### src/rtl/bank_pkg.sv
`timescale 1ns/1ps
package bank_pkg;
    localparam int MODE_W    = 5;
    localparam int NUM_LOG   = 15;
    localparam int IDX_W     = 4;
    localparam int NUM_BANKS = 6;
    localparam int BANK_W    = $clog2(NUM_BANKS);
    localparam int NUM_SR    = NUM_BANKS - 1;
    localparam int SR_IDX_W  = $clog2(NUM_SR);
    localparam int HI_FIRST  = 8;
    localparam int HI_CNT    = 5;
    localparam int SP_FIRST  = HI_FIRST + HI_CNT;
    localparam int SP_CNT    = NUM_LOG - SP_FIRST;

    typedef enum logic [MODE_W-1:0] {
        MODE_USR = 5'b10000,
        MODE_FIQ = 5'b10001,
        MODE_IRQ = 5'b10010,
        MODE_SVC = 5'b10011,
        MODE_ABT = 5'b10111,
        MODE_UND = 5'b11011,
        MODE_SYS = 5'b11111
    } cpu_mode_e;

    typedef struct packed {
        logic [BANK_W-1:0]   bank;
        logic                fiq;
        logic                has_sr;
        logic [SR_IDX_W-1:0] sr_idx;
    } bank_sel_t;

    function automatic logic mode_legal(input logic [MODE_W-1:0] m);
        case (m)
            MODE_USR, MODE_FIQ, MODE_IRQ, MODE_SVC,
            MODE_ABT, MODE_UND, MODE_SYS: return 1'b1;
            default:                      return 1'b0;
        endcase
    endfunction

    function automatic logic [BANK_W-1:0] bank_of(input logic [MODE_W-1:0] m);
        case (m)
            MODE_FIQ: return BANK_W'(1);
            MODE_IRQ: return BANK_W'(2);
            MODE_SVC: return BANK_W'(3);
            MODE_ABT: return BANK_W'(4);
            MODE_UND: return BANK_W'(5);
            default:  return BANK_W'(0);
        endcase
    endfunction

    function automatic bank_sel_t decode_mode(input logic [MODE_W-1:0] m);
        bank_sel_t s;
        s.bank   = bank_of(m);
        s.fiq    = (m == MODE_FIQ);
        s.has_sr = (s.bank != '0);
        s.sr_idx = s.has_sr ? SR_IDX_W'(s.bank - BANK_W'(1)) : '0;
        return s;
    endfunction
endpackage

### src/rtl/bank_mode_ctrl.sv
`timescale 1ns/1ps
module bank_mode_ctrl
    import bank_pkg::*;
(
    input  logic              clk,
    input  logic              rst,
    input  logic              mode_chg,
    input  logic [MODE_W-1:0] mode_new,
    output logic [MODE_W-1:0] mode_cur,
    output bank_sel_t         cur_sel,
    output logic [BANK_W-1:0] nxt_bank,
    output logic              nxt_fiq,
    output logic              sp_swap,
    output logic              hi_swap,
    output logic              mode_err
);
    logic accept;

    always_comb begin
        cur_sel  = decode_mode(mode_cur);
        nxt_bank = bank_of(mode_new);
        nxt_fiq  = (mode_new == MODE_FIQ);
        accept   = mode_chg && mode_legal(mode_new);
        sp_swap  = accept && (nxt_bank != cur_sel.bank);
        hi_swap  = accept && (nxt_fiq != cur_sel.fiq);
    end

    always_ff @(posedge clk) begin
        if (rst) begin
            mode_cur <= MODE_SVC;
            mode_err <= 1'b0;
        end else begin
            if (accept)
                mode_cur <= mode_new;
            mode_err <= mode_chg && !mode_legal(mode_new);
        end
    end
endmodule

### src/rtl/bank_shadow_store.sv
`timescale 1ns/1ps
module bank_shadow_store
    import bank_pkg::*;
#(
    parameter int DW = 32
)(
    input  logic                         clk,
    input  logic                         rst,
    input  logic                         sp_swap,
    input  logic                         hi_swap,
    input  logic [BANK_W-1:0]            old_bank,
    input  logic [BANK_W-1:0]            new_bank,
    input  logic                         old_fiq,
    input  logic                         new_fiq,
    input  logic [SP_CNT-1:0][DW-1:0]    sp_save,
    input  logic [HI_CNT-1:0][DW-1:0]    hi_save,
    output logic [SP_CNT-1:0][DW-1:0]    sp_load,
    output logic [HI_CNT-1:0][DW-1:0]    hi_load
);
    localparam int HI_SETS = 2;

    logic [SP_CNT-1:0][DW-1:0] sp_mem [NUM_BANKS];
    logic [HI_CNT-1:0][DW-1:0] hi_mem [HI_SETS];

    for (genvar b = 0; b < NUM_BANKS; b++) begin : g_sp
        always_ff @(posedge clk) begin
            if (rst)
                sp_mem[b] <= '0;
            else if (sp_swap && old_bank == BANK_W'(b))
                sp_mem[b] <= sp_save;
        end
    end

    for (genvar f = 0; f < HI_SETS; f++) begin : g_hi
        always_ff @(posedge clk) begin
            if (rst)
                hi_mem[f] <= '0;
            else if (hi_swap && old_fiq == 1'(f))
                hi_mem[f] <= hi_save;
        end
    end

    always_comb begin
        sp_load = '0;
        for (int b = 0; b < NUM_BANKS; b++)
            if (new_bank == BANK_W'(b))
                sp_load = sp_mem[b];
        hi_load = new_fiq ? hi_mem[1] : hi_mem[0];
    end
endmodule

### src/rtl/spsr_file.sv
`timescale 1ns/1ps
module spsr_file
    import bank_pkg::*;
#(
    parameter int SRW = 32
)(
    input  logic                clk,
    input  logic                rst,
    input  logic                wr_en,
    input  logic                has_sr,
    input  logic [SR_IDX_W-1:0] sr_idx,
    input  logic [SRW-1:0]      wr_data,
    output logic [SRW-1:0]      rd_data
);
    logic [SRW-1:0] sr_mem [NUM_SR];

    for (genvar k = 0; k < NUM_SR; k++) begin : g_sr
        always_ff @(posedge clk) begin
            if (rst)
                sr_mem[k] <= '0;
            else if (wr_en && has_sr && sr_idx == SR_IDX_W'(k))
                sr_mem[k] <= wr_data;
        end
    end

    always_comb begin
        rd_data = '0;
        for (int k = 0; k < NUM_SR; k++)
            if (has_sr && sr_idx == SR_IDX_W'(k))
                rd_data = sr_mem[k];
    end
endmodule

### src/rtl/banked_regfile.sv
`timescale 1ns/1ps
module banked_regfile
    import bank_pkg::*;
#(
    parameter int DW  = 32,
    parameter int SRW = 32
)(
    input  logic              clk,
    input  logic              rst,
    input  logic              mode_chg,
    input  logic [MODE_W-1:0] mode_new,
    input  logic [IDX_W-1:0]  rd_a_idx,
    output logic [DW-1:0]     rd_a_data,
    input  logic [IDX_W-1:0]  rd_b_idx,
    output logic [DW-1:0]     rd_b_data,
    input  logic              wr_en,
    input  logic [IDX_W-1:0]  wr_idx,
    input  logic [DW-1:0]     wr_data,
    input  logic              sr_wr_en,
    input  logic [SRW-1:0]    sr_wr_data,
    output logic [SRW-1:0]    sr_rd_data,
    output logic [MODE_W-1:0] mode_cur,
    output logic              mode_err
);
    bank_sel_t           cur_sel;
    logic [BANK_W-1:0]   nxt_bank;
    logic                nxt_fiq;
    logic                sp_swap;
    logic                hi_swap;

    logic [DW-1:0]             vis    [NUM_LOG];
    logic [DW-1:0]             merged [NUM_LOG];
    logic [SP_CNT-1:0][DW-1:0] sp_save, sp_load;
    logic [HI_CNT-1:0][DW-1:0] hi_save, hi_load;

    bank_mode_ctrl u_ctrl (
        .clk      (clk),
        .rst      (rst),
        .mode_chg (mode_chg),
        .mode_new (mode_new),
        .mode_cur (mode_cur),
        .cur_sel  (cur_sel),
        .nxt_bank (nxt_bank),
        .nxt_fiq  (nxt_fiq),
        .sp_swap  (sp_swap),
        .hi_swap  (hi_swap),
        .mode_err (mode_err)
    );

    // The write is merged before saving, so it lands in the outgoing bank
    always_comb begin
        for (int i = 0; i < NUM_LOG; i++)
            merged[i] = (wr_en && wr_idx == IDX_W'(i)) ? wr_data : vis[i];
        for (int j = 0; j < SP_CNT; j++)
            sp_save[j] = merged[SP_FIRST + j];
        for (int j = 0; j < HI_CNT; j++)
            hi_save[j] = merged[HI_FIRST + j];
    end

    bank_shadow_store #(.DW(DW)) u_store (
        .clk      (clk),
        .rst      (rst),
        .sp_swap  (sp_swap),
        .hi_swap  (hi_swap),
        .old_bank (cur_sel.bank),
        .new_bank (nxt_bank),
        .old_fiq  (cur_sel.fiq),
        .new_fiq  (nxt_fiq),
        .sp_save  (sp_save),
        .hi_save  (hi_save),
        .sp_load  (sp_load),
        .hi_load  (hi_load)
    );

    always_ff @(posedge clk) begin
        for (int i = 0; i < NUM_LOG; i++) begin
            if (rst)
                vis[i] <= '0;
            else if (i >= SP_FIRST)
                vis[i] <= sp_swap ? sp_load[i - SP_FIRST] : merged[i];
            else if (i >= HI_FIRST)
                vis[i] <= hi_swap ? hi_load[i - HI_FIRST] : merged[i];
            else
                vis[i] <= merged[i];
        end
    end

    always_comb begin
        rd_a_data = '0;
        rd_b_data = '0;
        for (int i = 0; i < NUM_LOG; i++) begin
            if (rd_a_idx == IDX_W'(i)) rd_a_data = vis[i];
            if (rd_b_idx == IDX_W'(i)) rd_b_data = vis[i];
        end
    end

    spsr_file #(.SRW(SRW)) u_spsr (
        .clk     (clk),
        .rst     (rst),
        .wr_en   (sr_wr_en),
        .has_sr  (cur_sel.has_sr),
        .sr_idx  (cur_sel.sr_idx),
        .wr_data (sr_wr_data),
        .rd_data (sr_rd_data)
    );
endmodule

### config.mk
export PLATFORM = sky130hd
export DESIGN_NAME = banked_regfile
export DESIGN_NICKNAME = d
export VERILOG_FILES = /design/src/rtl/bank_pkg.sv /design/src/rtl/bank_mode_ctrl.sv /design/src/rtl/bank_shadow_store.sv /design/src/rtl/spsr_file.sv /design/src/rtl/banked_regfile.sv
export SDC_FILE = /design/constraint.sdc
export NUM_CORES = 2
export LEC_CHECK = 0
export BUFFER_PORTS_ARGS = -buffer_cell sky130_fd_sc_hd__buf_4
export CAP_MARGIN = 20
export CORE_MARGIN = 5
export CORE_UTILIZATION = 57
export DETAILED_ROUTE_END_ITERATION = 8
export PLACE_DENSITY = 0.84
export SYNTH_ARGS = -nofsm -noshare
export SYNTH_HDL_FRONTEND = slang
export SYNTH_HIERARCHICAL = 1
export SYNTH_SLANG_ARGS = --single-unit
### constraint.sdc
create_clock -name clk -period 6.13 [get_ports clk]
set_input_delay 1.5325 -clock clk [delete_from_list [all_inputs] [get_ports clk]]
set_output_delay 1.5325 -clock clk [all_outputs]
set_load 0.01 [all_outputs]
After elaboration in Yosys (flattened, before gate mapping)
Memories as Yosys holds them, arrays and structs flattened.
Index checks and enable logic that the tools add are counted.
{"block": "classes", "n_reduce_logical": 47, "mux": 139, "n_addsub": 1, "bitwise": 29, "eq_ne": 70}
{"op": "2-to-1 mux 32 bit", "n": 77}
{"op": "2-to-1 mux 64 bit", "n": 12}
{"op": "2-to-1 mux 160 bit", "n": 3}
{"op": "equality test 4 bit (second input constant)", "n": 21}
{"op": "equality test 5 bit (second input constant)", "n": 12}
{"op": "equality test 4 x 3 -> 1 bit (second input constant)", "n": 12}
{"op": "2-to-1 mux 1 bit", "n": 44}
{"op": "logical AND 1 bit", "n": 38}
{"op": "case mux 3 bit (5 select lines)", "n": 2}
{"op": "OR 1 bit", "n": 28}
{"op": "equality test 4 x 2 -> 1 bit (second input constant)", "n": 6}
{"op": "equality test 3 x 2 -> 1 bit (second input constant)", "n": 6}
{"op": "equality test 3 bit (second input constant)", "n": 5}
{"op": "equality test 4 x 1 -> 1 bit (second input constant)", "n": 3}
{"op": "logical NOT 4 bit", "n": 3}
{"op": "equality test 3 x 1 -> 1 bit (second input constant)", "n": 3}
{"op": "logical NOT 3 bit", "n": 3}
{"op": "OR reduction 7 bit", "n": 1}
{"op": "2-to-1 mux 3 bit", "n": 1}
{"op": "inequality test 3 bit", "n": 1}
{"op": "nonzero test 3 bit", "n": 1}
{"op": "subtractor 3 x 1 -> 3 bit (second input constant)", "n": 1}
{"op": "logical NOT 1 bit", "n": 1}
{"op": "inequality test 1 bit", "n": 1}
{"op": "NOT 1 bit", "n": 1}
{"block": "word_totals", "elab_cells": 292, "memories": 4, "regBits": 6, "ramBits": 1344, "input_bits": 86}
{"memory": "vis", "words": 15, "word_bits": 32, "rd": 15, "rd_ports_with_merged_regs": 0, "write_ports": 15, "line_no": "banked_regfile.sv:31", "text": "logic [DW-1:0] vis [NUM_LOG];"}
{"memory": "u_store.sp_mem", "words": 6, "word_bits": 64, "rd": 6, "rd_ports_with_merged_regs": 0, "write_ports": 6, "line_no": "bank_shadow_store.sv:22", "text": "logic [SP_CNT-1:0][DW-1:0] sp_mem [NUM_BANKS];"}
{"memory": "u_store.hi_mem", "words": 2, "word_bits": 160, "rd": 2, "rd_ports_with_merged_regs": 0, "write_ports": 2, "line_no": "bank_shadow_store.sv:23", "text": "logic [HI_CNT-1:0][DW-1:0] hi_mem [HI_SETS];"}
{"memory": "u_spsr.sr_mem", "words": 5, "word_bits": 32, "rd": 5, "rd_ports_with_merged_regs": 0, "write_ports": 5, "line_no": "spsr_file.sv:15", "text": "logic [SRW-1:0] sr_mem [NUM_SR];"}

Depth between registers and ports, before layout
{"block": "logic_depth", "depth_word": 16, "ltp_mapped": 10}

Modules after synthesis
Netlist, hierarchy kept.
{"mod": "bank_shadow_store", "n_inst": 1, "seq_area_each_um2": 21140.3, "cells_per_inst": 2125, "area_per_inst_um2": 31240.0}
{"mod": "banked_regfile", "n_inst": 1, "seq_area_each_um2": 9609.2, "cells_per_inst": 3645, "area_per_inst_um2": 28796.4}
{"mod": "spsr_file", "n_inst": 1, "seq_area_each_um2": 4804.6, "cells_per_inst": 571, "area_per_inst_um2": 7332.0}
{"mod": "bank_mode_ctrl", "n_inst": 1, "seq_area_each_um2": 120.1, "cells_per_inst": 55, "area_per_inst_um2": 440.4}

Worst setup path after synthesis
OpenSTA, ideal clock, no wires.
{"block": "synth_timing", "kind": "input port to flip-flop", "from": "input mode_new[1]", "to": "memory u_store/hi_mem[1][0] (netlist bit) (enable)", "setup_slack_ns": 0.060, "t_required_ns": 5.612, "cell_stages": 4, "arrival_time_ns": 5.551, "n_path_buf": 0, "cell_sequence": "nor4_2 -> xnor2_1 -> nor2_1 -> a21o_1"}
{"item": "start: declaration", "line_no": "banked_regfile.sv:11", "text": "input logic [MODE_W-1:0] mode_new,"}
{"item": "end: declaration", "line_no": "bank_shadow_store.sv:23"}

==> key figures <==
Floorplanning
  – Ports: 188
  – Die outline height: 355 um
  – Row count: 126
  – Die Area: 0.126 mm^2
  – Core Region: 0.118 mm^2
  – Die width: 355 um
  – Starting Density: 57.4%

Power and ir drop
  – Psw: 5.34 mW
  – Int Pwr: 15.6 mW
  – Leakage: 27.2 nW
  – Overall power: 20.9 mW
  – PwrDens: 277 mW/mm^2
  – Reg power frac: 48.6%
  – Combinational Power Share: 9.6%
  – Clk pwr share: 41.8%
  – Max IR drop VDD: 0.000287 V
  – Sw Share: 25.5%

Yosys
  – Cell variety after synth: 87
  – Post-synth ARST share: 0%
  – Cells after Synth: 6,396
  – Most frequently used flop master after synthesis: edfxtp_1
  – Syn_nets: 6,482
  – Yosys warnings: 6
  – Syn Area/Cell: 10.6 um^2
  – Post-synth top area share: 38.3%
  – Synthesized flop and latch total: 1,350
  – Synth area leader: edfxtp_1
  – Sequential fraction of the synthesis area: 52.6%
  – Number of synthesized flops with an enable pin: 864
  – Synthesized area: 0.0678 mm^2
  – Synth area leaders: edfxtp_1 38%, dfxtp_1 14%, and2_1 8.0%, mux2_2 6.1%, nand2_1 4.4%

Status
  – Status: complete, but fails checks
  – Failing checks: DRC

Global routing
  – Grt ovf: 0
  – Largest net degree at the start of global routing: 171
  – Antenna violations before repair: 24
  – Total track usage: 35.5%
  – First-pass GRT wire length: 337 mm
  – Vias in the first global route: 51.4k

Clock network
  – Post-CTS Resized: 0
  – CTS Root Cell: clkbuf_16
  – Clk sinks: 1,350
  – Clock Path Buffers: 3
  – Skew-Pair Late Insertion Delay: 0.79 ns
  – Number of CTS-inserted buffers: 143
  – CTS tree: built
  – Worst-path clk slew: 0.06 ns
  – CTS hold repair buffers: 0
  – Postcts setup bufs: 0
  – Max H-tree Level: 4

Detailed routing
  – Routed vias/inst: 6.62
  – Initial DRC Count: 7,704
  – Detail-routed net length per standard cell: 28.8 um
  – Via count: 53.3k
  – Antenna Nets Post-Route: 0
  – WL final: 232 mm
  – Pre-antenna DRT Iters: 9
  – DRC Markers: 1

Layout
  – Reg area: 0.0357 mm^2
  – Share of layout cells above drive strength 1: 17.3%
  – Area of the multi-input gates: 0.0298 mm^2
  – Finished Cell Area: 0.0755 mm^2
  – Layout area overhead: 11.3%
  – Nets: 6,464
  – Utilization after layout: 63.9%
  – FILL cells: 8,888

Placed design
  – Post-detail-place hpwl: 144 mm
  – Port bufs: 187
  – Final GP Congestion: 1.09
  – Placed instance area: 0.0707 mm^2

Worst hold path
  – Worst hold path class: register to register

Worst setup path
  – Worst-path fanout max: 31
  – Element type at the critical path start: register
  – CP arrival: 4.29 ns
  – Worst Path Required: 4.60 ns
  – Setup crit end kind: primary output
  – WS Path Type: register to primary output

STA
  – Setup TNS: 0 ns
  – Clock skew: 0.0212 ns
  – Final setup violation count: 0
  – Final hold viol count: 0
  – Final worst path period share: 95.1%
  – Worst-Margin Slew: 1.28 ns
  – Min Tclk post-route: 5.83 ns
  – RSZ-0062 raised after global routing: no
  – Pins over their slew limit: 0
  – F_max: 0.172 GHz
  – Worst Hold Slack: 0.466 ns
  – Slew headroom: 14.3%

Flow run
  – Max Cap Viol: 0
-- cell type report --
type	count	area share (%)
tap	1536	2.55
clock buffer	202	5.31
antenna	17	0.0564
sequential	1350	47.3
multi-input combinational	4481	39.5
inverter	25	0.124
timing repair buffer	377	4.23
clock inverter	65	1.01
-- final timing paths --
check,cells past startpoint,end,startpoint,slack [ns]
setup / recovery,8,sr_rd_data[26],u_ctrl/mode_cur[1],0.30
hold / removal,2,vis[0][13],vis[0][13],0.47
setup reg to reg,7,u_store/sp_mem[2][29],u_ctrl/mode_cur[0],1.91
hold reg to reg,2,vis[0][13],vis[0][13],0.47
-- sequential cells by signal, indices dropped and copies added, names as in the netlist --
register and cells:
u_store/sp_mem 384, vis 480, u_ctrl/mode_err 1, u_ctrl/mode_cur 5, u_store/hi_mem 320, u_spsr/sr_mem 160
-- critical path, cell delays in order, from the launching register on --
cell      delay, ns
dfxtp_1        0.48
a21boi_0       0.23
o21ai_0        0.10
a21boi_0       0.31
nor2b_1        0.73
nand2_2        0.67
o22a_1         0.39
o21ai_0        0.39
buf_4          0.21
-- metal layers --
metal / GRT usage [%] / share of wire [%] / vias up
li1: - / - / 22800
met1: 47.4 / 38 / 25900
met2: 51.9 / 42 / 3803
met3: 11.5 / 14 / 825
met4: 18.6 / 6.4 / 22
met5: 0.0385 / 0.071 / -
-- metrics by stage --
step	setup WS (ns)	cells
CTS	0.366	8036
finish	0.303	8053
global route	0.175	8037
floorplan	0.0602	6396
detailed placement	0.569	7769
global placement	0.574	7765
-- Yosys cell counts, types with 13 or more instances --
library cell,n
a211oi_1,18
nor2b_1,190
buf_6,15
nand2_1,786
a22oi_1,31
buf_2,141
nand3b_1,71
o211ai_1,22
a221oi_1,21
a21oi_1,405
nor3_1,187
o21ai_0,110
buf_1,13
edfxtp_1,864
a22o_1,14
o221ai_1,114
buf_4,29
mux2_4,30
nand3_1,23
mux4_2,45
nand2b_1,93
dfxtp_1,486
clkbuf_2,34
a211o_1,15
o22a_1,33
mux2_2,369
and2_1,870
mux2i_1,263
o22ai_1,109
o21a_1,85
o2bb2ai_1,17
a31oi_1,17
nor2_1,337
o221a_2,19
inv_1,23
clkbuf_1,306
-- cells in the final DEF, fill, tap and decap left out, drive strengths merged, types with 19 or more instances in the layout --
master and n:
o221a 20, clkinv 48, clkbuf 202, nor3 198, a211oi 19, nand3 25, a221oi 21, edfxtp 864
nand2b 96, o22a 33, buf 377, mux2i 263, dfxtp 486, a22oi 31, mux4 45, nor2 344
o211ai 22, nand3b 73, o221ai 114, inv 31, o22ai 109, nand2 788, o21ai 120, and2 870
a21oi 405, nor2b 190, o21a 85, mux2 410
-- power groups by stage --
stage,registers [mW],logic (mW),clock network (mW)
3_5_place_dp,10.4,1.94,0
2_1_floorplan,10.3,1.17,0
6_report,10.2,2.01,8.74
3_3_place_gp,10.3,1.90,0
4_1_cts,10.2,1.95,8.76
5_1_grt,10.2,2.10,9.18
-- cells by family after synthesis --
logic type | synth area share [%]
DFF | 52.6
muxes | 12.4
and+or+nand+nor | 20.2
buffers and inverters | 3.79
AOI/OAI and AO/OA | 10.9
xor gates and xnor gates | 0.0904
Power figures use the tool's default switching activity.
